<file path="config.mk">
export PLATFORM = sky130hd
export DESIGN_NAME = ecc_line_accum
export DESIGN_NICKNAME = d
export VERILOG_FILES = /design/src/rtl/ecc_line_pkg.sv /design/src/rtl/ecc_line_accum.sv
export SDC_FILE = /design/constraint.sdc
export NUM_CORES = 1
export LEC_CHECK = 0
export BUFFER_PORTS_ARGS = -buffer_cell sky130_fd_sc_hd__buf_2
export CAP_MARGIN = 0
export CORE_AREA = 3 3 40 42
export DETAILED_ROUTE_END_ITERATION = 10
export DIE_AREA = 0 0 43 45
export GPL_TIMING_DRIVEN = 0
export PLACE_DENSITY = 0.55
export SLEW_MARGIN = 0
export SYNTH_ARGS = -nofsm -noshare
export SYNTH_HDL_FRONTEND = slang
export SYNTH_SLANG_ARGS = --single-unit
</file>
<file path="constraint.sdc">
create_clock -name clk -period 1 [get_ports clk]
set_clock_uncertainty 0.15 [all_clocks]
set_input_delay 0.2 -clock clk [delete_from_list [all_inputs] [get_ports clk]]
set_output_delay 0.2 -clock clk [all_outputs]
set_load 0.05 [all_outputs]
</file>
<file path="src/rtl/ecc_line_pkg.sv">
package ecc_line_pkg;

   // default base pattern for check bit 0; further bits rotate it
   localparam logic [63:0] ECC_MASK_BASE = 64'h0738_C808_0992_64FF;

   // how the classifier recognises a one-hot syndrome
   typedef enum logic [0:0] {
      CLASS_POPCOUNT = 1'b0,
      CLASS_CLEARLOW = 1'b1
   } class_style_e;

   // verdict of one beat
   typedef struct packed {
      logic bad;
      logic single;
      logic multi;
   } beat_class_t;

endpackage

</file>
<file path="src/rtl/ecc_line_accum.sv">
module ecc_line_accum #(
   parameter int unsigned BEATS = 4,
   localparam int unsigned OFF_W = $clog2(BEATS)
) (
   input  logic                      clk,
   input  logic                      rst_n,
   input  logic                      beat_valid,
   input  logic [OFF_W-1:0]          beat_offset,
   input  ecc_line_pkg::beat_class_t verdict,
   output logic [BEATS-1:0]          bad_mask,
   output logic                      err_single,
   output logic                      err_multi,
   output logic                      line_done
);
   localparam logic [OFF_W-1:0] LAST_OFF = OFF_W'(BEATS - 1);

   if (BEATS < 2 || (BEATS & (BEATS - 1)) != 0) begin : g_bad_beats
      $error("ecc_line_accum: BEATS must be a power of two >= 2");
   end

   logic [BEATS-1:0] hit;
   logic             first_beat;

   // offset k selects mask bit BEATS-1-k
   for (genvar b = 0; b < BEATS; b++) begin : g_hit
      assign hit[b] = (beat_offset == OFF_W'(BEATS - 1 - b));
   end

   assign first_beat = (beat_offset == '0);

   always_ff @(posedge clk or negedge rst_n) begin
      if (!rst_n) begin
         bad_mask   <= '0;
         err_single <= 1'b0;
         err_multi  <= 1'b0;
         line_done  <= 1'b0;
      end else begin
         line_done <= beat_valid && (beat_offset == LAST_OFF);
         if (beat_valid) begin
            if (first_beat) begin
               bad_mask   <= hit & {BEATS{verdict.bad}};
               err_single <= verdict.single;
               err_multi  <= verdict.multi;
            end else begin
               bad_mask   <= bad_mask | (hit & {BEATS{verdict.bad}});
               err_single <= err_single | verdict.single;
               err_multi  <= err_multi | verdict.multi;
            end
         end
      end
   end

   assert_bad_lands_R2: assert property (@(posedge clk) disable iff (!rst_n)
      (beat_valid && verdict.bad) |=> ((bad_mask & $past(hit)) != '0))
      else $error("bad beat missing from mask");

   assert_new_line_clears_R6: assert property (@(posedge clk) disable iff (!rst_n)
      (beat_valid && first_beat) |=> (bad_mask[BEATS-2:0] == '0))
      else $error("stale mask bits after line start");

   assert_idle_hold_R8: assert property (@(posedge clk) disable iff (!rst_n)
      !beat_valid |=> ($stable(bad_mask) && $stable(err_single) && $stable(err_multi)))
      else $error("results moved without a beat");

   assert_done_follows_last_R7: assert property (@(posedge clk) disable iff (!rst_n)
      line_done |-> $past(beat_valid && beat_offset == LAST_OFF))
      else $error("line_done without final beat");

   assert_flags_need_mask_R5: assert property (@(posedge clk) disable iff (!rst_n)
      (err_single || err_multi) |-> (bad_mask != '0))
      else $error("flag raised with empty mask");
endmodule

</file>
---- Yosys cells after proc, flatten, opt, wreduce, memory -nomap -nowiden ----
Cells that the tools add are included.
word-level totals
  flip-flop bits (word level) ............. 7
  input port bits ......................... 8
  output and inout bits ................... 7
  word-level logic and storage cells ...... 16
cells by class
  equal/unequal tests ..................... 3
  mux-type cells .......................... 3
  bitwise logic cells ..................... 4
  reduce and logical (&&, ||, !) cells .... 2
operators with widths
  operator              count
  $and A4 B4 Y4         1
  $eq A2 B2 Y1 const B  2
  $mux W4               1
  $or A4 B4 Y4          1
  $eq A2 B1 Y1 const B  1
  $logic_not A2 Y1      1
  $mux W1               2
  $or A1 B1 Y1          2
  $logic_and A1 B1 Y1   1

---- Longest topological paths before layout ----
  word-level depth ........................ 4
  gate-level depth with buffers ........... 2
  depth with buffers taken out ............ 2

---- Least setup slack after synthesis ----
Ideal clock, no wire load.
  kind .................................... register -> register
  start point ............................. register bad_mask[0]
  end point ............................... register bad_mask[0]
  library setup time ...................... 0.121 ns
  arrival ................................. 0.996 ns
  required time ........................... 0.729 ns
  path slack .............................. -0.267 ns
  stages on the path, launching flop included .. 3
  path buffers ............................ 0
  period minus slack after synthesis ...... 1.267 ns
  path through ............................ dfrtp_1 a31o_2 a22o_1
on the way
  word-level cells in the longest chain between the ends .. 2
RTL lines
  item                      RTL line              source
  start: declaration        ecc_line_accum.sv:10  output logic [BEATS-1:0] bad_mask,
  start signal: assignment  ecc_line_accum.sv:41  bad_mask <= hit & {BEATS{verdict.bad}};
  start signal: assignment  ecc_line_accum.sv:45  bad_mask <= bad_mask | (hit & {BEATS{verdict.bad}});
  $or A4 B4 Y4              ecc_line_accum.sv:45
  $mux W4                   ecc_line_accum.sv:40  if (first_beat) begin
No other way between the ends.
A chain may end at the register's enable or synchronous reset.

---- Worst setup path in the final report ----
  start point ............................. register bad_mask[0]
  end point ............................... output port bad_mask[0]
No word-level cell between the ends.

==> flow_metrics.py <==
metrics = {
    "global_route": {
        "overflow": 0,
        "grtUsageMet1_pct": 11.63,
        "grt_usage_pct": 9.496,
        "top_usage_layer": "met2",
        "grtUsageMet3_pct": 3.984,
        "grt_pass1_vias": 281,
        "grt_pass1_wl_um": 1255,
        "grt_max_degree": 10,
        "antenna_found_initial": 0,
        "gr-usage-met2_pct": 12.28,
    },
    "detailed_routing": {
        "drt-total-wl_um": 703,
        "drtIter0Drc": 6,
        "drtAntennaViolNets": 0,
        "drc": 0,
        "first_pass_iters": 3,
        "routedWlPerCell_um": 11.92,
        "vias": 262,
        "vias_per_cell": 4.441,
    },
    "finish": {
        "syn_to_final_growth_pct": 77.68,
        "utilization_pct": 40.31,
        "layout-drive-gt1-share_pct": 70.45,
        "final_cells": 59,
        "nNetsFinal": 53,
        "n_antenna_cell": 0,
    },
    "pwr": {
        "p_int_uw": 632.5,
        "combPwrFrac_pct": 36.2,
        "clockPowerShare_pct": 26.7,
        "p_sw_share_pct": 33.77,
        "ir_drop_uv": 599.5,
        "cellLeakagePower_nw": 0.2448,
        "p_sw_uw": 322.4,
        "p_seq_share_pct": 37.1,
        "p_per_area_nw_per_um2": 1843,
    },
    "yosys": {
        "yosys_warnings": 0,
        "syn_area_sq_um": 291.5,
        "synth-compound-area-share_pct": 16.31,
        "yosysTopAreaCell": "dfrtp_1",
        "ys_ff_latch": 7,
        "synth_top_family_by_area": "compound AO/OA/AOI/OAI gates",
        "synthMuxAreaShare_pct": 5.150,
        "avgSynthCellArea_sq_um": 13.25,
        "async_flop_share_pct": 100.0,
        "syn_inst": 22,
        "synth_top_cell_area_share_pct": 60.09,
        "dominantRegCellSynth": "dfrtp_1",
        "synthSimpleGateAreaFrac_pct": 15.88,
        "synth.distinct_cells": 12,
        "ys_seq_area_share_pct": 60.09,
        "synth.most_common_cell": "dfrtp_1",
        "syn-num-nets": 30,
        "netlist_top_cells_area": "dfrtp_1, a22o_2, mux2_4",
        "synthTopCellsByCount": "dfrtp_1, a21oi_1, a22o_2, inv_1, nand3b_1",
        "synthAdderAreaFrac_pct": 0,
        "synth_edf_count": 0,
        "synth-xor-area-share_pct": 0,
    },
    "placed_design": {
        "gp_congestion": 0.6220,
        "place_inst": 51,
        "port-buffer-count": 14,
    },
    "floorplan": {
        "start_util_pct": 22.69,
        "fp.dieArea_sq_um": 1935,
        "ios": 15,
        "rows": 13,
        "design.core.area_sq_um": 1285,
        "die_w_um": 43,
        "fp.dieH_um": 45,
    },
    "worst_hold_path": {
        "hold_start": "beat_offset[1]",
        "holdPathEnd": "bad_mask[0]",
        "hold_depth": 2,
        "min_path_type": "input pin to flip-flop",
    },
    "timing": {
        "drv_slew": 0,
        "hold_viol": 0,
        "finalCriticalPeriod_ns": 1.171,
        "setup_viol": 10,
        "period_share_pct": 117.1,
        "relSlewSlack_pct": 82.17,
        "rsz0062_at_grt": "true",
        "worstMarginPinSlew_ns": 0.2669,
        "fmax_mhz": 854.1,
        "finalWorstSetupSlack_ns": -0.1709,
        "whs_ns": 0.03368,
    },
    "cts": {
        "cts_tree": "yes",
        "cts_sinks": 7,
        "path_clk_slew_ns": 0.05,
        "insertion_delay_ns": 0.25,
        "htree_levels": 1,
        "cts_buffer_depth": 2,
        "numCtsBuffers": 3,
        "cts-root-buf": "clkbuf_4",
    },
    "worst_setup_path": {
        "path_cells": "buf_6",
        "reg2regPathDepth": 2,
        "worst_setup_path_end_kind": "output port",
        "r2r_start": "bad_mask[0]",
        "crit_fanout": 3,
        "cpMaxStageDelayCell": "dfrtp_2",
        "start_kind": "flip-flop",
        "rrSetupSlack_ns": -0.06,
        "r2r_end": "bad_mask[0]",
        "path_delay_family": "flip-flops",
        "critPathRequiredTime_ns": 0.65,
        "max_stage_delay_ns": 0.42,
        "cp.arrival_ns": 0.82,
        "worst-path-buf-inv": 1,
        "critical_path_class": "flip-flop to output port",
    },
    "outcome": {
        "violations": "negative setup slack",
        "status": "finished, violations left",
    },
    "job": {
        "drv_cap": 0,
    },
}
-- power groups by stage --
stage / clock network (mW) / logic [mW] / registers, mW
finish: 0.255 / 0.345 / 0.355
global route: 0.292 / 0.360 / 0.360
CTS: 0.265 / 0.339 / 0.354
detailed placement: 0 / 0.262 / 0.348
global placement: 0 / 0.260 / 0.349
floorplan: 0 / 0.0530 / 0.483
-- cells by family (layout without fill, tap and decap cells) --
logic type | after synthesis | count (layout)
buf+inv | 2 | 24
mux | 1 | 1
flops | 7 | 7
compound gates | 6 | 6
simple gates | 6 | 6
-- what timing repair did --
item                                    in CTS  in global routing
resized for setup                           22                  0
hold buffers                                 1                  0
endpoints found under the hold margin        7                  0
endpoints found under the setup margin       9                  9
pin swaps                                    1                  0
setup buffers                                2                  1
-- worst max-delay path by stage --
stage | startpoint | endpoint | slack, ns | cells after the start
2_1_floorplan | bad_mask[0] | bad_mask[0] | -0.17 | 2
3_3_place_gp | beat_valid | flip-flop | -0.34 | 3
3_5_place_dp | beat_valid | flip-flop | -0.34 | 3
4_1_cts | bad_mask[0] | bad_mask[0] | -0.18 | 1
5_1_grt | bad_mask[0] | bad_mask[0] | -0.20 | 1
6_report | bad_mask[0] | bad_mask[0] | -0.17 | 1
-- stage by stage --
stage                     TNS (ns)  setup slack (ns)  total power [mW]  area [sq um]
after floorplan            -0.4649           -0.1747            0.5364         300.3
after global placement     -0.9398           -0.3418            0.6086         389.1
after detailed placement   -0.9392           -0.3407            0.6095         389.1
after CTS                   -1.194           -0.1798            0.9592         510.5
after global routing        -1.432           -0.2049             1.012         518.0
final                       -1.143           -0.1709            0.9549         518.0
-- cell usage in the layout, fill, tap and decap left out --
cell	synthesis	final
a21oi_1	2	2
a22o_1	1	1
a22o_2	2	2
a31o_2	1	1
and3_2	1	1
buf_2	0	4
buf_4	0	2
buf_6	0	10
buf_8	0	1
clkbuf_1	0	1
clkbuf_4	0	3
dfrtp_1	7	2
dfrtp_2	0	5
dlygate4sd3_1	0	1
inv_1	2	2
mux2_4	1	1
nand3b_1	2	2
nor3b_1	1	1
or2b_1	1	1
or3b_4	0	1
-- metal layers --
| layer | part of all wire, % | wire [um] |
|---|---|---|
| met2 | 43 | 303 |
| met4 | 1.3 | 9 |
| met1 | 46 | 324 |
| met3 | 9.2 | 65 |
| met5 | 0 | 0 |
-- final cells by class --
| cell class | instances | area [sq um] |
|---|---|---|
| fillers | 124 | 767.0 |
| flip-flops and latches | 7 | 181.4 |
| repair buffers | 18 | 172.7 |
| multi-input cells | 13 | 111.4 |
| clock buffers | 4 | 26.28 |
| well taps | 15 | 18.77 |
| inverters | 2 | 7.507 |
Power figures use the tool's default switching activity.
